### src/rtl/bitop_pkg.sv
`timescale 1ns/1ps
package bitop_pkg;
  localparam int OP_W = 4;

  typedef enum logic [OP_W-1:0] {
    BOP_SET   = 4'd0,
    BOP_CLR   = 4'd1,
    BOP_INV   = 4'd2,
    BOP_TST   = 4'd3,
    BOP_LDC   = 4'd4,
    BOP_LDNC  = 4'd5,
    BOP_STC   = 4'd6,
    BOP_STNC  = 4'd7,
    BOP_ANDC  = 4'd8,
    BOP_ANDNC = 4'd9,
    BOP_ORC   = 4'd10,
    BOP_ORNC  = 4'd11,
    BOP_XORC  = 4'd12,
    BOP_XORNC = 4'd13,
    BOP_RSV0  = 4'd14,
    BOP_RSV1  = 4'd15
  } bop_e;

  // Read-modify-write class: the byte goes back to the destination.
  function automatic logic bop_writes(input bop_e o);
    return (o == BOP_SET) || (o == BOP_CLR) || (o == BOP_INV) ||
           (o == BOP_STC) || (o == BOP_STNC);
  endfunction
endpackage

### src/rtl/bit_mask_dec.sv
`timescale 1ns/1ps
module bit_mask_dec #(
  parameter int DATA_W = 8,
  localparam int SEL_W = (DATA_W > 1) ? $clog2(DATA_W) : 1
) (
  input  logic [SEL_W-1:0]  sel,
  output logic [DATA_W-1:0] mask
);
  for (genvar i = 0; i < DATA_W; i++) begin : g_dec
    assign mask[i] = (sel == SEL_W'(i));
  end
endmodule

### src/rtl/bit_eval.sv
`timescale 1ns/1ps
module bit_eval
  import bitop_pkg::*;
(
  input  bop_e op,
  input  logic sel_bit,
  input  logic c_in,
  input  logic z_in,
  output logic new_bit,
  output logic c_nx,
  output logic z_nx,
  output logic wr
);
  always_comb begin
    new_bit = sel_bit;
    c_nx    = c_in;
    z_nx    = z_in;
    wr      = bop_writes(op);
    unique case (op)
      BOP_SET:   new_bit = 1'b1;
      BOP_CLR:   new_bit = 1'b0;
      BOP_INV:   new_bit = ~sel_bit;
      BOP_TST:   z_nx    = ~sel_bit;
      BOP_LDC:   c_nx    = sel_bit;
      BOP_LDNC:  c_nx    = ~sel_bit;
      BOP_STC:   new_bit = c_in;
      BOP_STNC:  new_bit = ~c_in;
      BOP_ANDC:  c_nx    = sel_bit & c_in;
      BOP_ANDNC: c_nx    = ~sel_bit & c_in;
      BOP_ORC:   c_nx    = sel_bit | c_in;
      BOP_ORNC:  c_nx    = ~sel_bit | c_in;
      BOP_XORC:  c_nx    = sel_bit ^ c_in;
      BOP_XORNC: c_nx    = ~sel_bit ^ c_in;
      default: ;
    endcase
  end
endmodule

### src/rtl/bit_merge.sv
`timescale 1ns/1ps
module bit_merge #(
  parameter int DATA_W = 8
) (
  input  logic [DATA_W-1:0] operand,
  input  logic [DATA_W-1:0] mask,
  input  logic              new_bit,
  output logic [DATA_W-1:0] merged,
  output logic              sel_bit
);
  for (genvar i = 0; i < DATA_W; i++) begin : g_mux
    assign merged[i] = mask[i] ? new_bit : operand[i];
  end
  assign sel_bit = |(operand & mask);
endmodule

### src/rtl/bool_bit_unit.sv
`timescale 1ns/1ps
module bool_bit_unit
  import bitop_pkg::*;
#(
  parameter int DATA_W   = 8,
  parameter int IDX_IN_W = 4
) (
  input  logic                clk,
  input  logic                rst,
  input  logic                in_valid,
  input  logic [OP_W-1:0]     op,
  input  logic [IDX_IN_W-1:0] bit_idx,
  input  logic [DATA_W-1:0]   operand,
  input  logic                c_in,
  input  logic                z_in,
  output logic [DATA_W-1:0]   res_byte,
  output logic                wr_en,
  output logic                c_out,
  output logic                z_out,
  output logic                out_valid
);
  localparam int SEL_W = (DATA_W > 1) ? $clog2(DATA_W) : 1;

  logic [SEL_W-1:0]  sel;
  logic              idx_unused;
  logic [DATA_W-1:0] mask, merged;
  logic              sel_bit, new_bit, c_nx, z_nx, wr;
  bop_e              op_q;

  assign sel        = bit_idx[SEL_W-1:0];
  assign idx_unused = ^bit_idx;
  assign op_q       = bop_e'(op);

  bit_mask_dec #(.DATA_W(DATA_W)) u_dec (.sel(sel), .mask(mask));

  bit_merge #(.DATA_W(DATA_W)) u_merge (
    .operand(operand), .mask(mask), .new_bit(new_bit),
    .merged(merged), .sel_bit(sel_bit)
  );

  bit_eval u_eval (
    .op(op_q), .sel_bit(sel_bit), .c_in(c_in), .z_in(z_in),
    .new_bit(new_bit), .c_nx(c_nx), .z_nx(z_nx), .wr(wr)
  );

  always_ff @(posedge clk) begin
    if (rst) begin
      res_byte  <= '0;
      wr_en     <= 1'b0;
      c_out     <= 1'b0;
      z_out     <= 1'b0;
      out_valid <= 1'b0;
    end else begin
      out_valid <= in_valid;
      wr_en     <= in_valid & wr;
      if (in_valid) begin
        res_byte <= merged;
        c_out    <= c_nx;
        z_out    <= z_nx;
      end
    end
  end

  // idle cycles produce neither valid nor write strobe
  a_r2_idle: assert property (@(posedge clk) disable iff (rst)
    !in_valid |=> (!out_valid && !wr_en));

  // modifying codes raise the write strobe
  a_r4_write_class: assert property (@(posedge clk) disable iff (rst)
    (in_valid && (op <= 4'd2 || op == 4'd6 || op == 4'd7)) |=> wr_en);

  // a write-back changes at most one bit of the operand
  a_r7_single_bit: assert property (@(posedge clk) disable iff (rst)
    (out_valid && wr_en) |-> ($countones(res_byte ^ $past(operand)) <= 1));

  // read-only codes pass the operand through without a write
  a_r9_passthru: assert property (@(posedge clk) disable iff (rst)
    (in_valid && op >= 4'd3 && op != 4'd6 && op != 4'd7)
      |=> (!wr_en && res_byte == $past(operand)));

  // codes without flag effects leave C and Z untouched
  a_r10_flags_hold: assert property (@(posedge clk) disable iff (rst)
    (in_valid && (op <= 4'd2 || op == 4'd6 || op == 4'd7 || op >= 4'd14))
      |=> (c_out == $past(c_in) && z_out == $past(z_in)));

  // test leaves carry alone
  a_r5_test_carry: assert property (@(posedge clk) disable iff (rst)
    (in_valid && op == 4'd3) |=> (c_out == $past(c_in)));
endmodule

### config.mk
export PLATFORM = sky130hd
export DESIGN_NAME = bool_bit_unit
export DESIGN_NICKNAME = d
export VERILOG_FILES = /design/src/rtl/bitop_pkg.sv /design/src/rtl/bit_mask_dec.sv /design/src/rtl/bit_eval.sv /design/src/rtl/bit_merge.sv /design/src/rtl/bool_bit_unit.sv
export SDC_FILE = /design/constraint.sdc
export NUM_CORES = 1
export LEC_CHECK = 0
export BUFFER_PORTS_ARGS = -buffer_cell sky130_fd_sc_hd__buf_2
export CELL_PAD_IN_SITES_DETAIL_PLACEMENT = 0
export CELL_PAD_IN_SITES_GLOBAL_PLACEMENT = 2
export CORE_ASPECT_RATIO = 1.75
export CORE_MARGIN = 2
export CORE_UTILIZATION = 27
export CTS_CLUSTER_DIAMETER = 80
export DETAILED_ROUTE_END_ITERATION = 10
export GPL_TIMING_DRIVEN = 0
export PLACE_DENSITY_LB_ADDON = 0.25
export SKIP_CTS_REPAIR_TIMING = 1
export SYNTH_ARGS = -nofsm -noshare
export SYNTH_HDL_FRONTEND = slang
export SYNTH_SLANG_ARGS = --single-unit
### constraint.sdc
create_clock -name clk -period 4.55 [get_ports clk]
set_input_delay 0.91 -clock clk [delete_from_list [all_inputs] [get_ports clk]]
set_output_delay 0.91 -clock clk [all_outputs]
set_load 0.005 [all_outputs]
==> impl_metrics.py <==
metrics = {
    "run_status": {
        "status": "finished clean",
    },
    "clock_network": {
        "cts_sinks": 12,
        "clk_latency_ps": 240,
        "clock_path_buffers": 2,
        "clock-root-buffer": "clkbuf_8",
        "cts-htree-levels": 1,
        "clk_pin_slew_ps": 50,
        "cts_tree": "yes",
        "cts_buffers": 3,
    },
    "layout": {
        "fillers": 325,
        "drive_gt1_frac": 0.336,
        "syn_to_final_growth_pct": 27.5,
        "antenna_cells": 0,
        "nNetsFinal": 148,
    },
    "drt": {
        "vias_per_cell": 5.26,
        "routedWlPerCell_um": 14.0,
        "totalWireLength_um": 2140,
        "drc": 0,
        "num_vias": 805,
        "firstDrtPassIters": 4,
        "antenna_left": 0,
        "drt_iter0_drc": 14,
    },
    "sta": {
        "max_slew_margin": 0.570,
        "period_share": 0.561,
        "rsz0062_at_grt": "no",
        "tightest_slew_ps": 643,
        "final-max-slew-violation-count": 0,
        "setup_viol": 0,
        "layout_min_cycle_time_ps": 2550,
        "hold_viol_final": 0,
        "fin_tns_setup_ps": 0,
        "fmax_mhz": 391,
        "fin_worst_skew_ps": 0,
    },
    "worst_setup_path": {
        "regToRegSetupSlack_ps": 3530,
        "crit_path_end_kind": "flop",
        "crit_required_ps": 4650,
        "crit_path_start_kind": "input port",
        "worstPathMaxFanout": 10,
        "worstSetupPathType": "input port to flop",
        "arrival_ps": 2650,
    },
    "run": {
        "maxCapViolCount": 0,
    },
    "power_and_ir_drop": {
        "powerDensity_mw_per_mm2": 281,
        "power.leakage_nw": 0.447,
        "ir_drop_uv": 127,
        "total_power_mw": 0.282,
    },
    "place": {
        "gp_congestion": 0.727,
        "post-dp-hpwl_um": 1670,
        "io_buffers": 28,
    },
    "yosys": {
        "ys_seq_area_frac": 0.305,
        "ys_seq_elements": 12,
        "synth_area_leaders": "dfxtp_1, o21ai_0, a211oi_1",
        "synthDistinctLibCells": 33,
        "yosysTopAreaCell": "dfxtp_1",
        "synth_warnings": 0,
        "yosysTopAreaCellShare": 0.305,
        "synth_area_um2": 788,
        "syn_inst": 94,
        "syn_nets": 115,
        "syn_avg_cell_area_um2": 8.39,
    },
    "floorplan": {
        "start_util": 0.275,
        "die-width_um": 44.8,
        "die_area_mm2": 0.00338,
        "ioPinCount": 33,
        "core_mm2": 0.00286,
        "die-height_um": 75.5,
        "row_count": 26,
    },
    "hold_path": {
        "min_path_type": "flop to flop",
    },
    "global_route": {
        "antenna_found_initial": 0,
        "grt_pass1_vias": 712,
        "grt_pass1_wl_um": 3210,
        "track_usage": 0.134,
        "grt_max_degree": 11,
        "grt_overflow": 0,
    },
}
cell usage after synthesis (all sizes together):
| cell | count |
|---|---|
| xnor2 | 2 |
| nor2 | 3 |
| clkbuf | 4 |
| nor3 | 4 |
| nor3b | 1 |
| mux2 | 1 |
| o41a | 1 |
| a21oi | 7 |
| nand3 | 2 |
| a211oi | 6 |
| dfxtp | 12 |
| a2111oi | 2 |
| and3b | 2 |
| inv | 2 |
| a31oi | 2 |
| mux2i | 4 |
| o311ai | 1 |
| or3b | 1 |
| o21ai | 10 |
| nor2b | 4 |
| buf | 2 |
| nand2 | 12 |
| xor2 | 1 |
| nor4 | 1 |
| a311oi | 2 |
| o41ai | 1 |
| or3 | 1 |
| o211ai | 1 |
| and2b | 2 |
per-stage QoR:
step                hold slack [ps]  setup slack [ps]  instances  instance area [µm²]  utilization
floorplan                       484              2080         94                  788            -
global placement                484              1770        150                  963        0.337
detailed placement              487              1770        150                  963        0.337
CTS                             494              2020        153                 1000        0.351
global route                    555              1940        153                 1000        0.351
finish                          487              2000        153                 1000        0.351
worst max-delay path: stages:
cell and delay [ps]:
buf_6 130, mux2i_1 230, nor2_1 110, o41a_1 450, a2111oi_2 640, a311oi_1 180
layout by cell type, fill, tap and decap left out, drive strengths merged, types with 3 or more instances in the layout:
cell type | netlist | layout
buf | 2 | 30
mux2i | 4 | 4
nor2 | 3 | 3
o21ai | 10 | 10
a21oi | 7 | 7
nand2 | 12 | 12
clkbuf | 4 | 7
a211oi | 6 | 6
dfxtp | 12 | 12
nor3 | 4 | 4
nor2b | 4 | 4
state kept, by name, indices dropped and copies added, names as in the netlist:
name / flops
c_out: 1
res_byte: 8
z_out: 1
wr_en: 1
out_valid: 1
per-layer routing:
metal  up-vias  part of all wire  track usage
met5         -                 0            0
met4         0             0.027       0.0882
met1       367              0.39        0.146
li1        412                 -            -
met2        21              0.53        0.230
met3         5             0.045       0.0237
power by group:
group          internal [mW]  switching (mW)  total [mW]
combinational         0.0326          0.0370      0.0697
sequential             0.113         0.00312       0.116
clock                 0.0583          0.0380      0.0963
cell type report:
type,count,area [µm²],share of cell area
multi-input combinational,74,497,0.494
sequential,12,240,0.239
buffer,6,43.8,0.0436
clock buffer,3,41.3,0.0411
tap,28,35.0,0.0349
timing repair buffer,28,140,0.139
inverter,2,7.51,0.00747
worst paths after layout:
kind | from | cells past startpoint | to
setup reg to reg | c_out | 3 | c_out
hold reg to reg | z_out | 2 | z_out
setup / recovery | bit_idx[0] | 6 | res_byte[7]
hold / removal | z_out | 2 | z_out
kinds of logic after synthesis:
logic type | Yosys count | share of synthesized area
compound gates | 33 | 0.297
flops | 12 | 0.305
simple gates | 33 | 0.235
mux | 5 | 0.0651
buf+inv | 8 | 0.0651
xor+xnor | 3 | 0.0333
Note: power is estimated with default switching activity, not from simulation.
